--- src/rtl/usb_irq_pkg.sv ---
package usb_irq_pkg;

    localparam int DATA_W = 32;

    // Register byte offsets (software-visible map)
    localparam logic [7:0] OFF_SRC      = 8'h20;
    localparam logic [7:0] OFF_SRC_SET  = 8'h24;
    localparam logic [7:0] OFF_SRC_CLR  = 8'h28;
    localparam logic [7:0] OFF_MASK     = 8'h2C;
    localparam logic [7:0] OFF_MASK_SET = 8'h30;
    localparam logic [7:0] OFF_MASK_CLR = 8'h34;
    localparam logic [7:0] OFF_MSRC     = 8'h38;
    localparam logic [7:0] OFF_EOI      = 8'h3C;

    typedef enum logic [1:0] {
        ST_ARMED = 2'd0,
        ST_FIRE  = 2'd1,
        ST_HELD  = 2'd2
    } eoi_state_e;

    typedef struct packed {
        logic src_set;
        logic src_clr;
        logic mask_ld;
        logic mask_set;
        logic mask_clr;
        logic eoi;
    } wr_strobe_t;

    function automatic logic [DATA_W-1:0] field_mask(input int lsb, input int n);
        logic [DATA_W-1:0] m;
        for (int i = 0; i < DATA_W; i++) begin
            m[i] = (i >= lsb) && (i < lsb + n);
        end
        return m;
    endfunction

endpackage

--- src/rtl/usb_irq_decode.sv ---
module usb_irq_decode
    import usb_irq_pkg::*;
#(
    parameter int ADDR_W = 8
) (
    input  logic              bus_sel_i,
    input  logic              bus_wr_i,
    input  logic [ADDR_W-1:0] bus_addr_i,
    input  logic [DATA_W-1:0] src_i,
    input  logic [DATA_W-1:0] mask_i,
    output wr_strobe_t        strobe_o,
    output logic [DATA_W-1:0] rdata_o
);

    logic wr_en;
    logic rd_en;

    assign wr_en = bus_sel_i && bus_wr_i;
    assign rd_en = bus_sel_i && !bus_wr_i;

    always_comb begin
        strobe_o          = '0;
        strobe_o.src_set  = wr_en && (bus_addr_i == ADDR_W'(OFF_SRC_SET));
        strobe_o.src_clr  = wr_en && (bus_addr_i == ADDR_W'(OFF_SRC_CLR));
        strobe_o.mask_ld  = wr_en && (bus_addr_i == ADDR_W'(OFF_MASK));
        strobe_o.mask_set = wr_en && (bus_addr_i == ADDR_W'(OFF_MASK_SET));
        strobe_o.mask_clr = wr_en && (bus_addr_i == ADDR_W'(OFF_MASK_CLR));
        strobe_o.eoi      = wr_en && (bus_addr_i == ADDR_W'(OFF_EOI));
    end

    // Read mux: source aliases return raw source, mask aliases return mask
    always_comb begin
        rdata_o = '0;
        if (rd_en) begin
            if (bus_addr_i == ADDR_W'(OFF_SRC) ||
                bus_addr_i == ADDR_W'(OFF_SRC_SET) ||
                bus_addr_i == ADDR_W'(OFF_SRC_CLR)) begin
                rdata_o = src_i;
            end else if (bus_addr_i == ADDR_W'(OFF_MASK) ||
                         bus_addr_i == ADDR_W'(OFF_MASK_SET) ||
                         bus_addr_i == ADDR_W'(OFF_MASK_CLR)) begin
                rdata_o = mask_i;
            end else if (bus_addr_i == ADDR_W'(OFF_MSRC)) begin
                rdata_o = src_i & mask_i;
            end
        end
    end

endmodule

--- src/rtl/usb_irq_bitreg.sv ---
module usb_irq_bitreg
    import usb_irq_pkg::*;
#(
    parameter logic [DATA_W-1:0] VALID = '1
) (
    input  logic              clk_i,
    input  logic              rst_ni,
    input  logic              load_en_i,
    input  logic [DATA_W-1:0] load_val_i,
    input  logic [DATA_W-1:0] set_i,
    input  logic [DATA_W-1:0] clr_i,
    input  logic [DATA_W-1:0] evt_i,
    output logic [DATA_W-1:0] q_o
);

    logic [DATA_W-1:0] base;
    logic [DATA_W-1:0] nxt;

    // Events are ORed in last, so they override clears and loads
    always_comb begin
        base = load_en_i ? load_val_i : ((q_o & ~clr_i) | set_i);
        nxt  = (base | evt_i) & VALID;
    end

    always_ff @(posedge clk_i or negedge rst_ni) begin
        if (!rst_ni) begin
            q_o <= '0;
        end else begin
            q_o <= nxt;
        end
    end

endmodule

--- src/rtl/usb_irq_eoi_fsm.sv ---
module usb_irq_eoi_fsm
    import usb_irq_pkg::*;
(
    input  logic clk_i,
    input  logic rst_ni,
    input  logic pending_i,
    input  logic eoi_i,
    output logic irq_o
);

    eoi_state_e state_q;
    eoi_state_e state_d;

    always_ff @(posedge clk_i or negedge rst_ni) begin
        if (!rst_ni) begin
            state_q <= ST_ARMED;
        end else begin
            state_q <= state_d;
        end
    end

    always_comb begin
        state_d = state_q;
        unique case (state_q)
            ST_ARMED: begin
                if (pending_i) state_d = ST_FIRE;        // ARM_TO_FIRE
            end
            ST_FIRE: begin
                if (eoi_i) state_d = pending_i ? ST_FIRE : ST_ARMED;
                else       state_d = ST_HELD;            // FIRE_TO_HELD
            end
            ST_HELD: begin
                if (eoi_i) state_d = pending_i ? ST_FIRE : ST_ARMED;
            end
            default: state_d = ST_ARMED;
        endcase
    end

    always_comb begin
        irq_o = (state_q == ST_FIRE);
    end

endmodule

--- src/rtl/usb_irq_shadow.sv ---
module usb_irq_shadow
    import usb_irq_pkg::*;
#(
    parameter int ADDR_W   = 8,
    parameter int N_TX     = 5,
    parameter int N_RX     = 4,
    parameter int N_CORE   = 8,
    parameter int TX_LSB   = 0,
    parameter int RX_BASE  = 8,
    parameter int CORE_LSB = 16
) (
    input  logic              clk_i,
    input  logic              rst_ni,
    input  logic              bus_sel_i,
    input  logic              bus_wr_i,
    input  logic [ADDR_W-1:0] bus_addr_i,
    input  logic [31:0]       bus_wdata_i,
    output logic [31:0]       bus_rdata_o,
    input  logic [N_TX-1:0]   tx_evt_i,
    input  logic [N_RX-1:0]   rx_evt_i,
    input  logic [N_CORE-1:0] core_evt_i,
    input  logic              vbus_drv_evt_i,
    output logic              irq_o
);

    localparam int RX_LSB   = RX_BASE + 1;
    localparam int VBUS_BIT = CORE_LSB + N_CORE;
    localparam logic [DATA_W-1:0] VALID =
        field_mask(TX_LSB, N_TX) | field_mask(RX_LSB, N_RX) |
        field_mask(CORE_LSB, N_CORE + 1);

    wr_strobe_t        strobe;
    logic [DATA_W-1:0] evt_vec;
    logic [DATA_W-1:0] src_q;
    logic [DATA_W-1:0] mask_q;
    logic [DATA_W-1:0] masked;

    always_comb begin
        evt_vec = '0;
        for (int i = 0; i < N_TX; i++)   evt_vec[TX_LSB + i]   = tx_evt_i[i];
        for (int i = 0; i < N_RX; i++)   evt_vec[RX_LSB + i]   = rx_evt_i[i];
        for (int i = 0; i < N_CORE; i++) evt_vec[CORE_LSB + i] = core_evt_i[i];
        evt_vec[VBUS_BIT] = vbus_drv_evt_i;
    end

    usb_irq_decode #(.ADDR_W(ADDR_W)) u_dec (
        .bus_sel_i  (bus_sel_i),
        .bus_wr_i   (bus_wr_i),
        .bus_addr_i (bus_addr_i),
        .src_i      (src_q),
        .mask_i     (mask_q),
        .strobe_o   (strobe),
        .rdata_o    (bus_rdata_o)
    );

    usb_irq_bitreg #(.VALID(VALID)) u_src (
        .clk_i      (clk_i),
        .rst_ni     (rst_ni),
        .load_en_i  (1'b0),
        .load_val_i ('0),
        .set_i      ({DATA_W{strobe.src_set}} & bus_wdata_i),
        .clr_i      ({DATA_W{strobe.src_clr}} & bus_wdata_i),
        .evt_i      (evt_vec),
        .q_o        (src_q)
    );

    usb_irq_bitreg #(.VALID(VALID)) u_mask (
        .clk_i      (clk_i),
        .rst_ni     (rst_ni),
        .load_en_i  (strobe.mask_ld),
        .load_val_i (bus_wdata_i),
        .set_i      ({DATA_W{strobe.mask_set}} & bus_wdata_i),
        .clr_i      ({DATA_W{strobe.mask_clr}} & bus_wdata_i),
        .evt_i      ('0),
        .q_o        (mask_q)
    );

    assign masked = src_q & mask_q;

    usb_irq_eoi_fsm u_fsm (
        .clk_i     (clk_i),
        .rst_ni    (rst_ni),
        .pending_i (|masked),
        .eoi_i     (strobe.eoi),
        .irq_o     (irq_o)
    );

endmodule

--- config.mk ---
export PLATFORM = sky130hd
export DESIGN_NAME = usb_irq_shadow
export DESIGN_NICKNAME = d
export VERILOG_FILES = /design/src/rtl/usb_irq_pkg.sv /design/src/rtl/usb_irq_decode.sv /design/src/rtl/usb_irq_bitreg.sv /design/src/rtl/usb_irq_eoi_fsm.sv /design/src/rtl/usb_irq_shadow.sv
export SDC_FILE = /design/constraint.sdc
export NUM_CORES = 1
export LEC_CHECK = 0
export BUFFER_PORTS_ARGS = -buffer_cell sky130_fd_sc_hd__buf_2
export CORE_MARGIN = 2
export CORE_UTILIZATION = 52
export CTS_CLUSTER_DIAMETER = 30
export DETAILED_ROUTE_END_ITERATION = 10
export GPL_ROUTABILITY_DRIVEN = 0
export HOLD_SLACK_MARGIN = 0.05
export PLACE_DENSITY = 0.86
export SETUP_SLACK_MARGIN = 0.05
export SLEW_MARGIN = 20
export SYNTH_ARGS = -nofsm -noshare
export SYNTH_HDL_FRONTEND = slang
export SYNTH_SLANG_ARGS = --single-unit
--- constraint.sdc ---
create_clock -name clk_i -period 6.9 [get_ports clk_i]
set_clock_uncertainty 0.05 [all_clocks]
set_input_delay 1.38 -clock clk_i [delete_from_list [all_inputs] [get_ports clk_i]]
set_output_delay 1.38 -clock clk_i [all_outputs]
set_load 0.03 [all_outputs]
; ---- Yosys cells after proc, flatten, opt, wreduce, memory -nomap -nowiden
; Cells that the tools add are included.
[word_totals]
register_bits = 38
in_bits = 62
out_inout_bits = 33
word_cells = 53
[op_classes]
n_eq_ne = 12
muxes = 10
n_bitwise = 12
n_reduce_logical = 16
[op_table]
columns = op, n
row1 = bitwise AND 25 bit, 7
row2 = two-way mux 32 bit, 4
row3 = OR 25 bit, 3
row4 = == test 8 x 6 -> 1 bit (second input constant), 8
row5 = inverter 25 bit, 2
row6 = OR reduction 32 bit, 1
row7 = two-way mux 25 bit, 1
row8 = logical AND 1 bit, 8
row9 = two-way mux 2 bit, 3
row10 = one-hot mux 2 bit (3 select lines), 1
row11 = logical OR 1 bit, 4
row12 = inequality test 2 x 1 -> 1 bit (second input constant), 2
row13 = == test 2 x 1 -> 1 bit (second input constant), 1
row14 = == test 2 bit (second input constant), 1
row15 = logical NOT 2 bit, 1
row16 = AND reduction 2 bit, 1
row17 = logical NOT 1 bit, 1
row18 = two-way mux 1 bit, 1

; ---- Longest topological paths before layout
; Gate-level depths: netlist of run 1.
[logic_depth]
ltp_word = 7
ltp_mapped = 7
mapped_depth_nobuf = 4

; ---- Modules after synthesis
; Synthesis of run 1 repeated with hierarchy kept, for this count alone.
[hier_totals]
cells_unflattened = 554
hier_area_um2 = 4668.2
[by_module_without_submodules]
columns = mod, n_inst, cells_each, area_per_inst_um2, seq_area_each_um2
row1 = usb_irq_bitreg, 2, 109, 1109.8, 450.4
row2 = usb_irq_decode, 1, 165, 1341.3, 0.0
row3 = usb_irq_shadow, 1, 162, 1007.2, 0.0
row4 = usb_irq_eoi_fsm, 1, 9, 100.1, 50.0

; ---- Worst setup path before layout of run 1
; No wires, ideal clock.
[synth_path]
path_kind = input to output
startpoint = input bus_wr_i
endpoint = output bus_rdata_o[10]
arrival_time_ns = 3.002
required_ns = 5.470
path_slack_ns = 2.468
cell_stages = 6
path_cell_list = or3_1 > clkbuf_1 > nor3_2 > clkbuf_1 > a21o_1 > a22o_1
[synth_between]
elab_chain_cells = 3
[synth_rtl]
columns = element, line_no
row1 = from (decl), usb_irq_shadow.sv:15  ; input logic bus_wr_i,
row2 = logical NOT 1 bit, usb_irq_decode.sv:19  ; assign rd_en = bus_sel_i && !bus_wr_i;
row3 = logical AND 1 bit, usb_irq_decode.sv:19
row4 = two-way mux 32 bit, usb_irq_decode.sv:34  ; if (rd_en) begin
row5 = to (decl), usb_irq_shadow.sv:18  ; output logic [31:0] bus_rdata_o,
; Every way passes these cells.

; ---- Worst setup path after layout of run 1
[layout_path]
startpoint = input bus_addr_i[6]
endpoint = output bus_rdata_o[1]
[layout_between]
elab_chain_cells = 6
elab_cells_between_ends = 15
classes_between = eq/ne (7) / mux (4) / reduce/logical (4)
[layout_rtl]
columns = element, line_no
row1 = from (decl), usb_irq_shadow.sv:16  ; input logic [ADDR_W-1:0] bus_addr_i,
row2 = "== test 8 x 6 -> 1 bit, on equally long branches", "usb_irq_decode.sv:39, usb_irq_decode.sv:40"
row3 = logical OR 1 bit, usb_irq_decode.sv:39  ; end else if (bus_addr_i == ADDR_W'(OFF_MASK) ||
row4 = logical OR 1 bit, usb_irq_decode.sv:40  ; bus_addr_i == ADDR_W'(OFF_MASK_SET) ||
row5 = two-way mux 32 bit, usb_irq_decode.sv:39
row6 = two-way mux 32 bit *, usb_irq_decode.sv:35  ; if (bus_addr_i == ADDR_W'(OFF_SRC) ||
row7 = two-way mux 32 bit *, usb_irq_decode.sv:34
; Every way passes the cells marked *; elsewhere a longest branch is shown, timed or not.

==> metrics.txt, run 1 <==
outcome=finished clean; power density over the cells=180 mW/mm^2; Synth top area share=42.5%; sequential area share after synthesis=42.5%; top post-synthesis cells by area=dfrtp_1, a221o_1, a32o_1; clock-pin transition on the worst setup and hold timing paths=0.07 ns; Max VDD drop=0.000130 V; Overflow after GRT=0; die area=0.00484 sq mm; H-tree depth=2; crit path max-delay cell type=a211oi_2; Tcrit/Tclk final=70.1%; slew of the pin with the lowest slew margin=0.834 ns; mean routed wirelength per cell=17.6 um; post-synthesis cell type count=34; crit-path cells=buf_2 -> nand4bb_1 -> a211oi_2 -> buf_4 -> a21o_1 -> a22o_1 -> buf_2; PnR worst setup slack=2.07 ns; ys async rst share=100%; vias=1999; delay of the slowest critical-path stage=0.72 ns; final setup fails=0; Setup TNS=0 ns; Placement Rows=23; cells after synthesis=213; Final Util=65.2%; share of cells above drive strength 1=30.7%; fin. max-slew vios=0; pin count of the biggest net entering global routing=39; pre-CTS setup slack=2.03 ns; core footprint=0.00406 sq mm; vias in the first global route=1994; total track usage=23.8%; first-pass GRT wire length=9170 um; synthesized area per cell=10.5 sq um; drt drc=0; crit-path most repeated cell=buf_2; minimum clock period=4.83 ns; Worst setup SP type=input port; vias per cell=6.11; diode count=0; Area Growth Syn to Fin=18.3%; FF+latch count, synth=38; Die W=69.6 um; Post-synth EDFFs=0; crit end category=output port; R2R depth=4; Routed WL=5740 um; most common cell in the synthesized netlist=dfrtp_1; CP required=5.47 ns; hold wc startpoint=u_src.q_o[3]; Iteration-0 DRC Markers=97; CP startpoint=bus_addr_i[6]; Post-DRT Antenna Nets=0; R2R Path Start=u_src.q_o[0]; nets=338; RSZ-0062 raised after global routing=false; LEAKAGE=1.27 nW; Hold/Removal Path Class=register to register; Max Freq=0.207 GHz; Setup Crit Path Kind=input port to output port; Post-synth top flop=dfrtp_1; FILL cells=345; Pwr Total=0.476 mW; IO Count=95; detailed placement HPWL=3870 um; clk buf depth=2; worst-skew pair later-pin latency=0.29 ns; r2r setup slk=5.41 ns; CTS tree=done; drt first pass iters=4; most common library cells after synthesis=dfrtp_1, nand2_1, a22o_1; Die Ht=69.6 um; post-CTS resize count=0; Initial Utilization=55.1%; Final Hold Viols=0; slew margin rel.=44.4%; worst endpoint data arrival time=3.40 ns; CTS hold repair buffers=0; TritonCTS Buffers=5; port bufs=66; buffers inserted by post-CTS timing repair=0; Max Cap Viol=0; Synth Cell Area=0.00224 sq mm; CTS Root Cell=clkbuf_8; Yosys top cell by area=dfrtp_1; clock sink count=38; Critical Path End=bus_rdata_o[1]; Worst Path Max Fanout=10; YS warnings=0; r2r endpoint=u_fsm.state_q[0]; initial antenna violation count=0
[through the flow]
stage | hold WS [ns] | instance area [sq um] | cells
after CTS | 0.497 | 2630 | 325
after floorplan | 0.451 | 2280 | 226
after global routing | 0.506 | 2650 | 327
after detailed placement | 0.480 | 2530 | 317
after global placement | 0.477 | 2530 | 317
final | 0.498 | 2650 | 327
[cell type report]
cell class,count,area (sq um),share of cell area (%)
Sequential cell,38,951,36.0
Tap cell,50,62.6,2.37
Clock buffer,6,82.6,3.12
Timing Repair Buffer,71,372,14.0
Multi-Input combinational cell,160,1160,44.0
Clock inverter,2,12.5,0.473
[kinds of logic after synthesis]
logic type,share of synthesized area (%)
AND/OR/NAND/NOR,14.0
flip-flops,42.5
AO/OA/AOI/OAI,35.7
other,0.168
buffers and inverters,7.55
[power by group]
part | internal, mW | switching, mW | total (mW)
clock | 0.0803 | 0.0785 | 0.159
combinational | 0.0306 | 0.0431 | 0.0736
sequential | 0.233 | 0.0105 | 0.244
total | 0.344 | 0.132 | 0.476
[state kept, by name, summed over array words and instances (netlist names)]
register       flops
u_src.q_o         18
u_fsm.state_q      2
u_mask.q_o        18
[critical path: cells and delay by family]
family | cells | cell delay (ns)
compound gates | 3 | 0.97
buf+inv | 3 | 0.61
simple gates | 1 | 0.43
[metal layers]
metal  routed length, um  up-vias  global-route usage, %
met5                   0        -                      0
met4                  62        0                   6.10
met3                 314        4                   4.80
met2                2970       68                   42.7
met1                2400      985                   29.1
li1                    -      942                      -
[cells in the final DEF (no fill, tap or decap), drive strengths merged, types with 2 or more instances in the layout]
master and instances:
a211oi 2, a21o 18, a221o 18, a221oi 2, a22o 20, a22oi 5, a32o 18, and3b 2
buf 71, clkbuf 6, conb 14, dfrtp 38, nand2 37, nand3 3, nand3b 2, nor2 3
nor2b 2, o22a 2
[worst min-delay path by stage]
stage | cells past startpoint | endpoint
final | 1 | u_src.q_o[3]
after floorplan | 1 | u_src.q_o[11]
after global placement | 1 | u_src.q_o[23]
after CTS | 1 | u_src.q_o[16]
after global routing | 1 | u_src.q_o[11]
after detailed placement | 1 | u_src.q_o[16]
No activity file was read; power rests on OpenSTA's default activity.
==> run 2, diff against run 1 <==
--- a/config.mk
+++ b/config.mk
@@ -5,14 +5,15 @@
 export SDC_FILE = /design/constraint.sdc
 export NUM_CORES = 1
 export LEC_CHECK = 0
+export ABC_AREA = 1
 export BUFFER_PORTS_ARGS = -buffer_cell sky130_fd_sc_hd__buf_2
 export CORE_MARGIN = 2
-export CORE_UTILIZATION = 52
+export CORE_UTILIZATION = 46
 export CTS_CLUSTER_DIAMETER = 30
 export DETAILED_ROUTE_END_ITERATION = 10
 export GPL_ROUTABILITY_DRIVEN = 0
 export HOLD_SLACK_MARGIN = 0.05
-export PLACE_DENSITY = 0.86
+export PLACE_DENSITY = 0.77
 export SETUP_SLACK_MARGIN = 0.05
 export SLEW_MARGIN = 20
 export SYNTH_ARGS = -nofsm -noshare
==> constraint.sdc (replaced) <==
create_clock -name clk_i -period 4 [get_ports clk_i]
set_clock_uncertainty 0.05 [all_clocks]
set_input_delay 0.8 -clock clk_i [delete_from_list [all_inputs] [get_ports clk_i]]
set_output_delay 0.8 -clock clk_i [all_outputs]
set_load 0.03 [all_outputs]
==> run 2 against run 1 <==
Against the previous run: area after synthesis increased by 24%; via count increased by 43%; utilization decreased by 12 points; global-route usage increased by 0.66 points; non-clock buffer count decreased by 3; worst setup slack got worse by 1.4 ns; sequential share of layout area decreased by 5.6 points; largest cell class unchanged; combinational power increased by 110%; clock power increased by 80%.
==> metrics.txt, run 2 <==
outcome=finished clean; Pwr Total=0.864 mW; FF+latch count, synth=38; IO Count=95; fin. max-slew vios=0; Die W=81.6 um; Worst setup SP type=input port; most frequent cells in the layout=nand2_1, buf_2, o21ai_0, inv_1, nand3_1; Initial Utilization=47.1%; hold wc startpoint=u_fsm.state_q[0]; Iteration-0 DRC Markers=224; Post-DRT Antenna Nets=0; Placement Rows=28; core footprint=0.00589 sq mm; buffers inserted by post-CTS timing repair=0; clk buf depth=2; Final Hold Viols=0; Synth Cell Area=0.00277 sq mm; share of cells above drive strength 1=20.3%; sequential area share after synthesis=34.3%; commonest non-fill, non-tap cell in the layout=nand2_1; CTS hold repair buffers=0; Final Util=53.3%; synthesized area per cell=6.88 sq um; Max Cap Viol=0; crit end category=output port; Setup TNS=0 ns; initial antenna violation count=0; final setup fails=0; YS warnings=0; Synth Area in Adders=0%; Synth Area in Compound Gates=13.6%; most common cell in the synthesized netlist=nand2_1; slew margin rel.=41.0%; pin count of the biggest net entering global routing=39; die area=0.00666 sq mm; R2R Path Start=u_src.q_o[4]; RSZ-0062 raised after global routing=false; r2r setup slk=2.86 ns; LEAKAGE=1.50 nW; slew of the pin with the lowest slew margin=0.885 ns; R2R depth=6; CTS tree=done; post-route cell area=0.00314 sq mm; largest family of logic cells by synthesized area=simple AND/OR/NAND/NOR gates; mean routed wirelength per cell=14.2 um; instance area at placement=0.00304 sq mm; port bufs=66; Area Growth Syn to Fin=13.1%; vias in the first global route=2755; Max VDD drop=0.000175 V; first-pass GRT wire length=12400 um; Regs by FF count=u_mask.q_o x18, u_src.q_o x18, u_fsm.state_q x2; hold_ws=0.440 ns; CTS Root Cell=clkbuf_8; TritonCTS Buffers=5; clock-pin transition on the worst setup and hold timing paths=0.08 ns; worst-skew pair later-pin latency=0.30 ns; Max Freq=0.300 GHz; diode count=0; clock sink count=38; total track usage=24.5%; power density over the cells=275 mW/mm^2; Routed WL=7650 um; top post-synthesis cells by area=dfrtp_1, nand2_1, o21ai_0; Synth top area share=34.3%; vias=2858; Overflow after GRT=0; Post-synth EDFFs=0; Simple-Gate Fraction of Synth Area=37.0%; xor/xnor share of the synthesized area=0%; H-tree depth=2; r2r endpoint=u_fsm.state_q[0]; post-synthesis cell type count=24; Yosys top cell by area=dfrtp_1; nets=523; vias per cell=5.32; Hold/Removal Path Class=register to register; post-CTS resize count=0; FILL cells=616; detailed placement HPWL=5040 um; drt first pass iters=4; Post-synth top flop=dfrtp_1; Setup Crit Path Kind=input port to output port; Die Ht=81.6 um; Worst Path Max Fanout=18; most common library cells after synthesis=nand2_1, o21ai_0, inv_1; drt drc=0; worst endpoint data arrival time=2.48 ns; ys async rst share=100%; minimum clock period=3.33 ns; multiplexer share of the synthesized area=0%; Tcrit/Tclk final=83.2%; CP required=3.15 ns; hold endpoint=u_fsm.state_q[1]; hold path depth=1; cells after synthesis=403
==> run 2: cell types whose count changed in the layout (fill, tap and decap cells not counted), sizes merged, moves of 18 or more <==
cell / delta
nand3b: +30
inv: +53
a32o: -18
nor2: +28
a21o: -18
a22o: -20
a21oi: +19
nand3: +45
nand2: +56
o21ai: +55
a221o: -18
==> run 2: through the flow <==
step / setup WS (ns) / std cells
floorplan: 1.13 / 416
global placement: 0.779 / 529
detailed placement: 0.711 / 529
CTS: 0.668 / 537
global route: 0.553 / 537
finish: 0.672 / 537
==> run 2: power by group <==
| group | switching (mW) | leakage, nW | total [mW] | internal, mW |
|---|---|---|---|---|
| clock | 0.146 | 0.0482 | 0.286 | 0.139 |
| combinational | 0.108 | 1.02 | 0.158 | 0.0497 |
| sequential | 0.0161 | 0.430 | 0.420 | 0.404 |
| total | 0.271 | 1.50 | 0.864 | 0.593 |
==> run 2: final cells by class <==
class	count	area (sq um)	share of cell area, %
multi-input cells	295	1460	46.4
flip-flops and latches	38	951	30.3
repair buffers	68	345	11.0
inverters	53	199	6.34
well taps	75	93.8	2.99
clock buffers	7	86.3	2.75
clock inverters	1	5.00	0.160
==> run 2: worst max path at each step <==
stage | startpoint | slack [ns] | end
2_1_floorplan | bus_addr_i[0] | 1.13 | bus_rdata_o[18]
6_report | bus_addr_i[6] | 0.67 | bus_rdata_o[24]
5_1_grt | bus_addr_i[6] | 0.55 | bus_rdata_o[24]
3_3_place_gp | bus_addr_i[6] | 0.78 | bus_rdata_o[10]
4_1_cts | bus_addr_i[6] | 0.67 | bus_rdata_o[0]
3_5_place_dp | bus_addr_i[6] | 0.71 | bus_rdata_o[24]
==> run 2: metal layers <==
layer,GRT usage (%),vias up,routed length (um)
met1,29.1,1344,3140
met5,0,-,0
met2,42.8,109,3820
met3,3.74,13,537
li1,-,1392,-
met4,12.3,0,155
==> run 2: cell families after synthesis <==
family,Yosys count
other,1
buffers and inverters,83
flip-flops,38
AO/OA/AOI/OAI,75
AND/OR/NAND/NOR,206
==> run 2: worst max-delay path: stages <==
cell,delay [ns]
buf_2,0.10
inv_2,0.04
nand2_2,0.08
nor2_2,0.36
nand2_1,0.17
nand3_2,0.34
nand2_1,0.10
a21oi_1,0.22
buf_2,0.25
